`src/rtl/uart_probe_pkg.sv`:
```
package uart_probe_pkg;

    typedef enum logic [3:0] {
        ST_IDLE,
        ST_RD_SCR,
        ST_WR_PAT_A,
        ST_RD_PAT_A,
        ST_WR_PAT_B,
        ST_RD_PAT_B,
        ST_WR_SCR,
        ST_RD_IIR_A,
        ST_WR_FCR_ON,
        ST_RD_IIR_B,
        ST_WR_FCR_OFF,
        ST_DONE
    } step_t;

    typedef enum logic [1:0] {
        KIND_NO_SCR   = 2'd0,
        KIND_SCR_ONLY = 2'd1,
        KIND_FIFO_BAD = 2'd2,
        KIND_FIFO_OK  = 2'd3
    } kind_t;

    typedef struct packed {
        logic       active;
        logic       write;
        logic [2:0] offset;
        logic [7:0] data;
    } bus_op_t;

    localparam logic [2:0] OFF_SCRATCH = 3'd7;
    localparam logic [2:0] OFF_IDENT   = 3'd2;
    localparam logic [7:0] PAT_A       = 8'h5A;
    localparam logic [7:0] PAT_B       = 8'hA5;
    localparam logic [7:0] FCR_ON      = 8'h01;
    localparam logic [7:0] FCR_OFF     = 8'h00;

    // Bus operation issued while the sequencer sits in a given step.
    function automatic bus_op_t step_op(step_t s, logic [7:0] saved_scr);
        bus_op_t op;
        op = '{active: 1'b1, write: 1'b0, offset: OFF_SCRATCH, data: 8'h00};
        case (s)
            ST_RD_SCR:     ;
            ST_WR_PAT_A:   begin op.write = 1'b1; op.data = PAT_A; end
            ST_RD_PAT_A:   ;
            ST_WR_PAT_B:   begin op.write = 1'b1; op.data = PAT_B; end
            ST_RD_PAT_B:   ;
            ST_WR_SCR:     begin op.write = 1'b1; op.data = saved_scr; end
            ST_RD_IIR_A:   op.offset = OFF_IDENT;
            ST_WR_FCR_ON:  begin op.write = 1'b1; op.offset = OFF_IDENT; op.data = FCR_ON; end
            ST_RD_IIR_B:   op.offset = OFF_IDENT;
            ST_WR_FCR_OFF: begin op.write = 1'b1; op.offset = OFF_IDENT; op.data = FCR_OFF; end
            default:       op.active = 1'b0;
        endcase
        return op;
    endfunction

    // Pattern expected back from a scratch read-back step.
    function automatic logic [7:0] step_pattern(step_t s);
        return (s == ST_RD_PAT_B) ? PAT_B : PAT_A;
    endfunction

    function automatic logic is_pattern_read(step_t s);
        return (s == ST_RD_PAT_A) || (s == ST_RD_PAT_B);
    endfunction

    // Class from the two top bits of the identification value after enabling.
    function automatic kind_t classify(logic [1:0] ident_top);
        if (ident_top[0])      return KIND_FIFO_OK;
        else if (ident_top[1]) return KIND_FIFO_BAD;
        else                   return KIND_SCR_ONLY;
    endfunction

endpackage

```
`src/rtl/uart_probe_bus.sv`:
```
module uart_probe_bus
    import uart_probe_pkg::*;
#(
    parameter int AW = 16
) (
    input  logic          clk,
    input  logic          rst,
    input  bus_op_t       op,
    input  logic [AW-1:0] base,
    input  logic          bus_ready,
    output logic [AW-1:0] bus_addr,
    output logic [7:0]    bus_wdata,
    output logic          bus_rd,
    output logic          bus_wr,
    output logic          xfer
);

    always_comb begin
        bus_addr  = base + AW'(op.offset);
        bus_rd    = op.active && !op.write;
        bus_wr    = op.active && op.write;
        bus_wdata = op.write ? op.data : 8'h00;
        xfer      = op.active && bus_ready;
    end

    AST_RW_EXCLUSIVE: assert property (@(posedge clk) disable iff (rst)
        !(bus_rd && bus_wr)) else $error("read and write strobes together");

    AST_HOLD_UNTIL_READY: assert property (@(posedge clk) disable iff (rst)
        ((bus_rd || bus_wr) && !bus_ready) |=>
            ($stable(bus_addr) && $stable(bus_wdata) && $stable(bus_rd) && $stable(bus_wr)))
        else $error("access changed before ready");

endmodule

```
`src/rtl/uart_probe_capture.sv`:
```
module uart_probe_capture
    import uart_probe_pkg::*;
(
    input  logic       clk,
    input  logic       rst,
    input  step_t      step,
    input  logic       xfer,
    input  logic [7:0] rdata,
    output logic [7:0] saved_scr,
    output logic       fifo_was_on,
    output logic       scratch_miss,
    output kind_t      kind
);

    always_comb begin
        scratch_miss = is_pattern_read(step) && (rdata != step_pattern(step));
    end

    always_ff @(posedge clk) begin
        if (rst) begin
            saved_scr   <= 8'h00;
            fifo_was_on <= 1'b0;
            kind        <= KIND_NO_SCR;
        end else if (xfer) begin
            case (step)
                ST_RD_SCR:   saved_scr   <= rdata;
                ST_RD_IIR_A: fifo_was_on <= rdata[7];
                ST_RD_IIR_B: kind        <= classify(rdata[7:6]);
                default:     if (scratch_miss) kind <= KIND_NO_SCR;
            endcase
        end
    end

endmodule

```
`src/rtl/uart_probe_seq.sv`:
```
module uart_probe_seq
    import uart_probe_pkg::*;
(
    input  logic  clk,
    input  logic  rst,
    input  logic  start,
    input  logic  xfer,
    input  logic  scratch_miss,
    input  logic  fifo_was_on,
    output step_t step,
    output logic  launch,
    output logic  done
);

    step_t step_nx;
    logic  no_scr;

    assign launch = (step == ST_IDLE) && start;
    assign done   = (step == ST_DONE);

    always_comb begin
        step_nx = step;
        case (step)
            ST_IDLE:       if (start) step_nx = ST_RD_SCR;
            ST_RD_SCR:     if (xfer) step_nx = ST_WR_PAT_A;
            ST_WR_PAT_A:   if (xfer) step_nx = ST_RD_PAT_A;
            ST_RD_PAT_A:   if (xfer) step_nx = scratch_miss ? ST_WR_SCR : ST_WR_PAT_B;
            ST_WR_PAT_B:   if (xfer) step_nx = ST_RD_PAT_B;
            ST_RD_PAT_B:   if (xfer) step_nx = ST_WR_SCR;
            ST_WR_SCR:     if (xfer) step_nx = no_scr ? ST_DONE : ST_RD_IIR_A;
            ST_RD_IIR_A:   if (xfer) step_nx = ST_WR_FCR_ON;
            ST_WR_FCR_ON:  if (xfer) step_nx = ST_RD_IIR_B;
            ST_RD_IIR_B:   if (xfer) step_nx = fifo_was_on ? ST_DONE : ST_WR_FCR_OFF;
            ST_WR_FCR_OFF: if (xfer) step_nx = ST_DONE;
            ST_DONE:       step_nx = ST_IDLE;
            default:       step_nx = ST_IDLE;
        endcase
    end

    always_ff @(posedge clk) begin
        if (rst) begin
            step   <= ST_IDLE;
            no_scr <= 1'b0;
        end else begin
            step <= step_nx;
            if (launch)
                no_scr <= 1'b0;
            else if (xfer && scratch_miss)
                no_scr <= 1'b1;
        end
    end

    AST_DONE_SINGLE: assert property (@(posedge clk) disable iff (rst)
        done |=> !done) else $error("done wider than one cycle");

endmodule

```
`src/rtl/uart_type_probe.sv`:
```
module uart_type_probe
    import uart_probe_pkg::*;
#(
    parameter int AW = 16
) (
    input  logic          clk,
    input  logic          rst,
    input  logic          start,
    input  logic [AW-1:0] base_addr,
    output logic [AW-1:0] bus_addr,
    output logic [7:0]    bus_wdata,
    output logic          bus_rd,
    output logic          bus_wr,
    input  logic [7:0]    bus_rdata,
    input  logic          bus_ready,
    output logic          done,
    output logic [1:0]    dev_type
);

    step_t         step;
    logic          launch;
    logic          xfer;
    logic          scratch_miss;
    logic          fifo_was_on;
    logic [7:0]    saved_scr;
    kind_t         kind;
    logic [AW-1:0] base_q;
    bus_op_t       op;

    always_ff @(posedge clk) begin
        if (rst)         base_q <= '0;
        else if (launch) base_q <= base_addr;
    end

    assign op       = step_op(step, saved_scr);
    assign dev_type = kind;

    uart_probe_seq u_seq (
        .clk          (clk),
        .rst          (rst),
        .start        (start),
        .xfer         (xfer),
        .scratch_miss (scratch_miss),
        .fifo_was_on  (fifo_was_on),
        .step         (step),
        .launch       (launch),
        .done         (done)
    );

    uart_probe_capture u_cap (
        .clk          (clk),
        .rst          (rst),
        .step         (step),
        .xfer         (xfer),
        .rdata        (bus_rdata),
        .saved_scr    (saved_scr),
        .fifo_was_on  (fifo_was_on),
        .scratch_miss (scratch_miss),
        .kind         (kind)
    );

    uart_probe_bus #(.AW(AW)) u_bus (
        .clk       (clk),
        .rst       (rst),
        .op        (op),
        .base      (base_q),
        .bus_ready (bus_ready),
        .bus_addr  (bus_addr),
        .bus_wdata (bus_wdata),
        .bus_rd    (bus_rd),
        .bus_wr    (bus_wr),
        .xfer      (xfer)
    );

    AST_IDLE_QUIET: assert property (@(posedge clk) disable iff (rst)
        (step == ST_IDLE) |-> (!bus_rd && !bus_wr)) else $error("strobe while idle");

    AST_START_IGNORED: assert property (@(posedge clk) disable iff (rst)
        (start && step != ST_IDLE) |=> $stable(base_q)) else $error("base reloaded mid-probe");

endmodule

```
`config.mk`:
```
export PLATFORM = sky130hd
export DESIGN_NAME = uart_type_probe
export DESIGN_NICKNAME = d
export VERILOG_FILES = /design/src/rtl/uart_probe_pkg.sv /design/src/rtl/uart_probe_bus.sv /design/src/rtl/uart_probe_capture.sv /design/src/rtl/uart_probe_seq.sv /design/src/rtl/uart_type_probe.sv
export SDC_FILE = /design/constraint.sdc
export NUM_CORES = 1
export LEC_CHECK = 0
export BUFFER_PORTS_ARGS = -buffer_cell sky130_fd_sc_hd__buf_2
export CORE_AREA = 4 4 74 76
export CTS_CLUSTER_DIAMETER = 40
export DETAILED_ROUTE_END_ITERATION = 12
export DIE_AREA = 0 0 78 80
export HOLD_SLACK_MARGIN = 0.15
export PLACE_DENSITY = 0.68
export SYNTH_ARGS = -nofsm -noshare
export SYNTH_HDL_FRONTEND = slang
export SYNTH_HIERARCHICAL = 1
export SYNTH_SLANG_ARGS = --single-unit
```
`constraint.sdc`:
```
create_clock -name clk -period 2.51 [get_ports clk]
set_input_delay 0.1255 -clock clk [delete_from_list [all_inputs] [get_ports clk]]
set_output_delay 0.1255 -clock clk [all_outputs]
set_load 0.05 [all_outputs]
```
# [Word level (Yosys, flattened, before mapping)]
# Cells that the tools add are included.
[classes] addsub=1 eq_ne=23 muxes=25 bitwise_logic=1 n_reduce_logical=19
[ops] cell="4-bit two-way mux" n=12
[ops] cell="4-bit case mux with 11 select lines" n=1
[ops] cell="8-bit case mux with 4 select lines" n=1
[ops] cell="16-bit by 3-bit adder with 16-bit output" n=1
[ops] cell="4-bit by 3-bit equality test with 1-bit output (second input constant)" n=4
[ops] cell="4-bit equality test (second input constant)" n=4
[ops] cell="8-bit two-way mux" n=2
[ops] cell="2-bit inequality test (second input constant)" n=6
[ops] cell="11-bit AND reduction" n=1
[ops] cell="2-bit by 1-bit inequality test with 1-bit output (second input constant)" n=5
[ops] cell="10-bit OR reduction" n=1
[ops] cell="4-bit by 2-bit equality test with 1-bit output (second input constant)" n=2
[ops] cell="2-bit two-way mux" n=4
[ops] cell="8-bit inequality test" n=1
[ops] cell="1-bit logical AND" n=6
[ops] cell="5-bit OR reduction" n=1
[ops] cell="4-bit by 1-bit equality test with 1-bit output (second input constant)" n=1
[ops] cell="4-bit logical NOT" n=1
[ops] cell="2-bit case mux with 2 select lines" n=1
[ops] cell="2-bit AND reduction" n=2
[ops] cell="2-bit OR reduction" n=2
[ops] cell="4-bit OR reduction" n=1
[ops] cell="1-bit two-way mux" n=3
[ops] cell="3-bit two-way mux" n=1
[ops] cell="5 further kinds" n=5
[totals] reg_bits=32 in_bits=28 out_inout_bits=29 wordCells=75

# [Depth between registers and ports, before layout]
[logic_depth] word_depth=7 ltp_mapped=9 depth_no_buf=8

# [Hierarchy]
# Netlist, hierarchy kept.
[by_module_without_submodules] mod="uart_type_probe" n_inst=1 cells_per_inst=84 area_per_inst_um2=777.0 seq_area_each_um2=320.3
[by_module_without_submodules] mod="uart_probe_capture" n_inst=1 cells_per_inst=56 area_per_inst_um2=583.1 seq_area_each_um2=220.2
[by_module_without_submodules] mod="uart_probe_bus" n_inst=1 cells_per_inst=56 area_per_inst_um2=421.7 seq_area_each_um2=0.0
[by_module_without_submodules] mod="uart_probe_seq" n_inst=1 cells_per_inst=35 area_per_inst_um2=326.6 seq_area_each_um2=100.1

# [Worst setup path after synthesis]
# No wires, ideal clock.
[synth_timing] kind="register to output" startpoint="register u_seq.step[3]" endpoint="output port bus_addr[12]" t_arrival_ps=2830 required_time_ps=2385 slack_ps=-446 path_stages_with_launch=10 n_path_buf=1 cell_sequence="dfxtp_1 buf_6 nor2b_1 a21oi_1 ha_1 fa_1 a21o_1 nand2_1 nor2_1 xnor2_1"
[synth_lines] element="from (decl)" line="uart_probe_seq.sv:10" text="output step_t step,"
[synth_lines] element="from (signal assigned)" line="uart_probe_seq.sv:45" text="step <= step_nx;"
[synth_lines] element="to (decl)" line="uart_type_probe.sv:10" text="output logic [AW-1:0] bus_addr,"

==> out/qor.txt <==
Status - complete, no violations
ANT cells - 0
Most frequent cells in the layout - 51 x buf_2, 33 x nor2_1, 29 x dfxtp_1, 25 x mux2i_1, 24 x dlygate4sd3_1
Length of the first detailed-routing pass in iterations - 4
Final TNS setup - 0 ns
Max Freq - 416 MHz
Synth warn - 6
VDD IR-drop max - 0.395 mV
Slowest cell on crit path - fa_1
Rows - 25
Flops & latches, synth - 32
Number of global-route vias before repair - 1829
Measured slew at the worst slew-check pin - 0.588 ns
Synthesized netlist cell count - 231
Slew margin rel. - 60.8%
CTS tree - built
Bufs on Longest Clock Path - 2
Clk Latency, worst-skew pair - 0.28 ns
Clock Pin Slew Worst Setup and Hold Paths - 0.07 ns
Min cycle time layout - 2.41 ns
IO buf count - 56
Clock Skew - 0.00760 ns
HPWL reported at the end of detailed placement - 3.35 mm
Crit path kind - reg -> out
Crit-path max cell delay - 0.42 ns
CP cell instances - and4b_1, a21oi_2, ha_2, fa_1, a21o_1, nand2_2, nor2_1, xnor2_2, buf_6
Commonest non-fill, non-tap cell in the layout - buf_2
Iter 0 DRT Violations - 65
Initial antenna violation count - 0
Vias/cell - 4.98
Post-synthesis cell type count - 58
First-pass GRT wire length - 8.43 mm
Max FO, Critical Path - 4
Total number of vias - 1898
Worst Path Required - 2.38 ns
Util after Layout - 61.7%
Core area - 4720 um2
CP arrival - 2.28 ns
Hold Violations, Final - 0
Synth Flop Type - dfxtp_1
Area growth from synthesis to layout - 38.3%
GR Overflow Total - 0
Post-Syn Area per Cell - 9.13 um2
Fraction of layout instances using a drive strength above 1 - 35.4%
DIE AREA - 6240 um2
Setup-failing EPs final - 0
Clock root buffer - clkbuf_8
Largest net degree at the start of global routing - 32
Final period utilization - 95.9%
FILL cells - 387
Static Leak - 1.27 nW
PD cells - 471 nW/um2
TritonCTS Buffers - 5
GRT Util Overall - 16.7%
Hold Crit Class - in -> reg
Max H-tree Level - 2
CTS sink cnt - 32
Total wire length - 4.97 mm
Die width - 78 um
Chip Height - 80 um
Tot Pwr - 1.37 mW
# nets final - 346
# DRC - 0
Mapped Area - 2110 um2
Sequential share of the synthesized area - 30.4%
EDFF count, synth - 0
Wire per inst - 13.0 um
Max Cap Viol - 0
FFs w/ async S/R, synth - 0%
Initial core utilization - 44.6%
I/O pin cnt - 57
Post-DRT Antenna Nets - 0
Setup crit end kind - output pin
Max-slew violation total from the final report - 0
Placer Congestion - 0.748
Startpoint type of the worst setup path - flip-flop
-- through the flow --
step | instance area (um2) | worst slack (ns) | cells | hold slack, ns
after floorplan | 2210 | -0.106 | 232 | 0.204
after global placement | 2540 | 0.265 | 350 | 0.365
after detailed placement | 2540 | 0.215 | 350 | 0.370
after CTS | 2890 | 0.0155 | 381 | 0.265
after global routing | 2920 | -0.0211 | 381 | 0.302
final | 2920 | 0.104 | 381 | 0.263
-- repair_timing --
action | 4_1_cts | 5_1_grt
pin swaps | 0 | 2
endpoints found under the hold margin | 25 | 0
setup endpoints to repair | 3 | 7
setup buffers | 0 | 0
hold buffers | 24 | 0
resized for setup | 4 | 9
-- cell usage after synthesis (all sizes together) (5+ instances only) --
cell type,n,area (um2)
nor2,34,144
dfxtp,32,641
mux2i,25,250
a21oi,13,80.1
inv,11,41.3
and2,10,62.6
buf,10,81.3
nand2,10,37.5
xnor2,8,70.1
xor2,8,70.1
nor3,5,40.0
-- routing by layer --
layer | track usage (%) | up-vias | share of wire (%)
met3 | 3.50 | 5 | 4.5
met1 | 20.6 | 881 | 44
met2 | 29.5 | 44 | 50
met5 | 0 | - | 0
li1 | - | 968 | -
met4 | 4.20 | 0 | 1.2
-- critical path, delay by kind of cell, from the launching register on --
kind / cells / cell delay, ns
compound gates: 2 / 0.27
xor+xnor: 1 / 0.14
fa+ha+maj: 2 / 0.61
buf+inv: 1 / 0.18
flops: 1 / 0.32
simple gates: 3 / 0.47
-- cells by family (layout without fill, tap and decap cells) --
kind of cell,after synthesis,count (layout),share of synthesized area (%)
fa+ha+maj,4,4,2.73
flops,32,32,30.4
other cells,1,2,0.178
compound gates,34,34,12.4
simple gates,96,96,29.6
xor+xnor,16,16,6.65
mux,25,25,11.9
buf+inv,23,105,6.17
-- cell type report --
cell class	count	area, um2	area share, %
inverters	11	41.3	1.42
well taps	67	83.8	2.87
multi-input cells	177	1460	50.0
flip-flops and latches	32	644	22.1
clock buffers	7	96.3	3.30
repair buffers	87	593	20.3
-- worst paths after layout --
kind                      start            endpoint  slack (ns)  cells past startpoint
hold / removal            start        u_seq/no_scr        0.26                      3
setup / recovery  u_seq/step[3]        bus_addr[12]        0.10                      9
setup reg to reg  u_seq/step[3]  u_cap/saved_scr[6]        0.37                      8
hold reg to reg   u_cap/kind[0]       u_cap/kind[0]        0.48                      2
-- registers in the layout, summed over array words and instances, names as in the netlist --
register / flops
base_q: 16
u_cap/fifo_was_on: 1
u_cap/kind: 2
u_cap/saved_scr: 8
u_seq/no_scr: 1
u_seq/step: 4
-- power by group --
group	total, mW	switching [mW]	internal, mW
Sequential	0.565	0.0300	0.535
Combinational	0.387	0.229	0.158
Clock	0.422	0.178	0.244
Note: power is estimated with default switching activity, not from simulation.
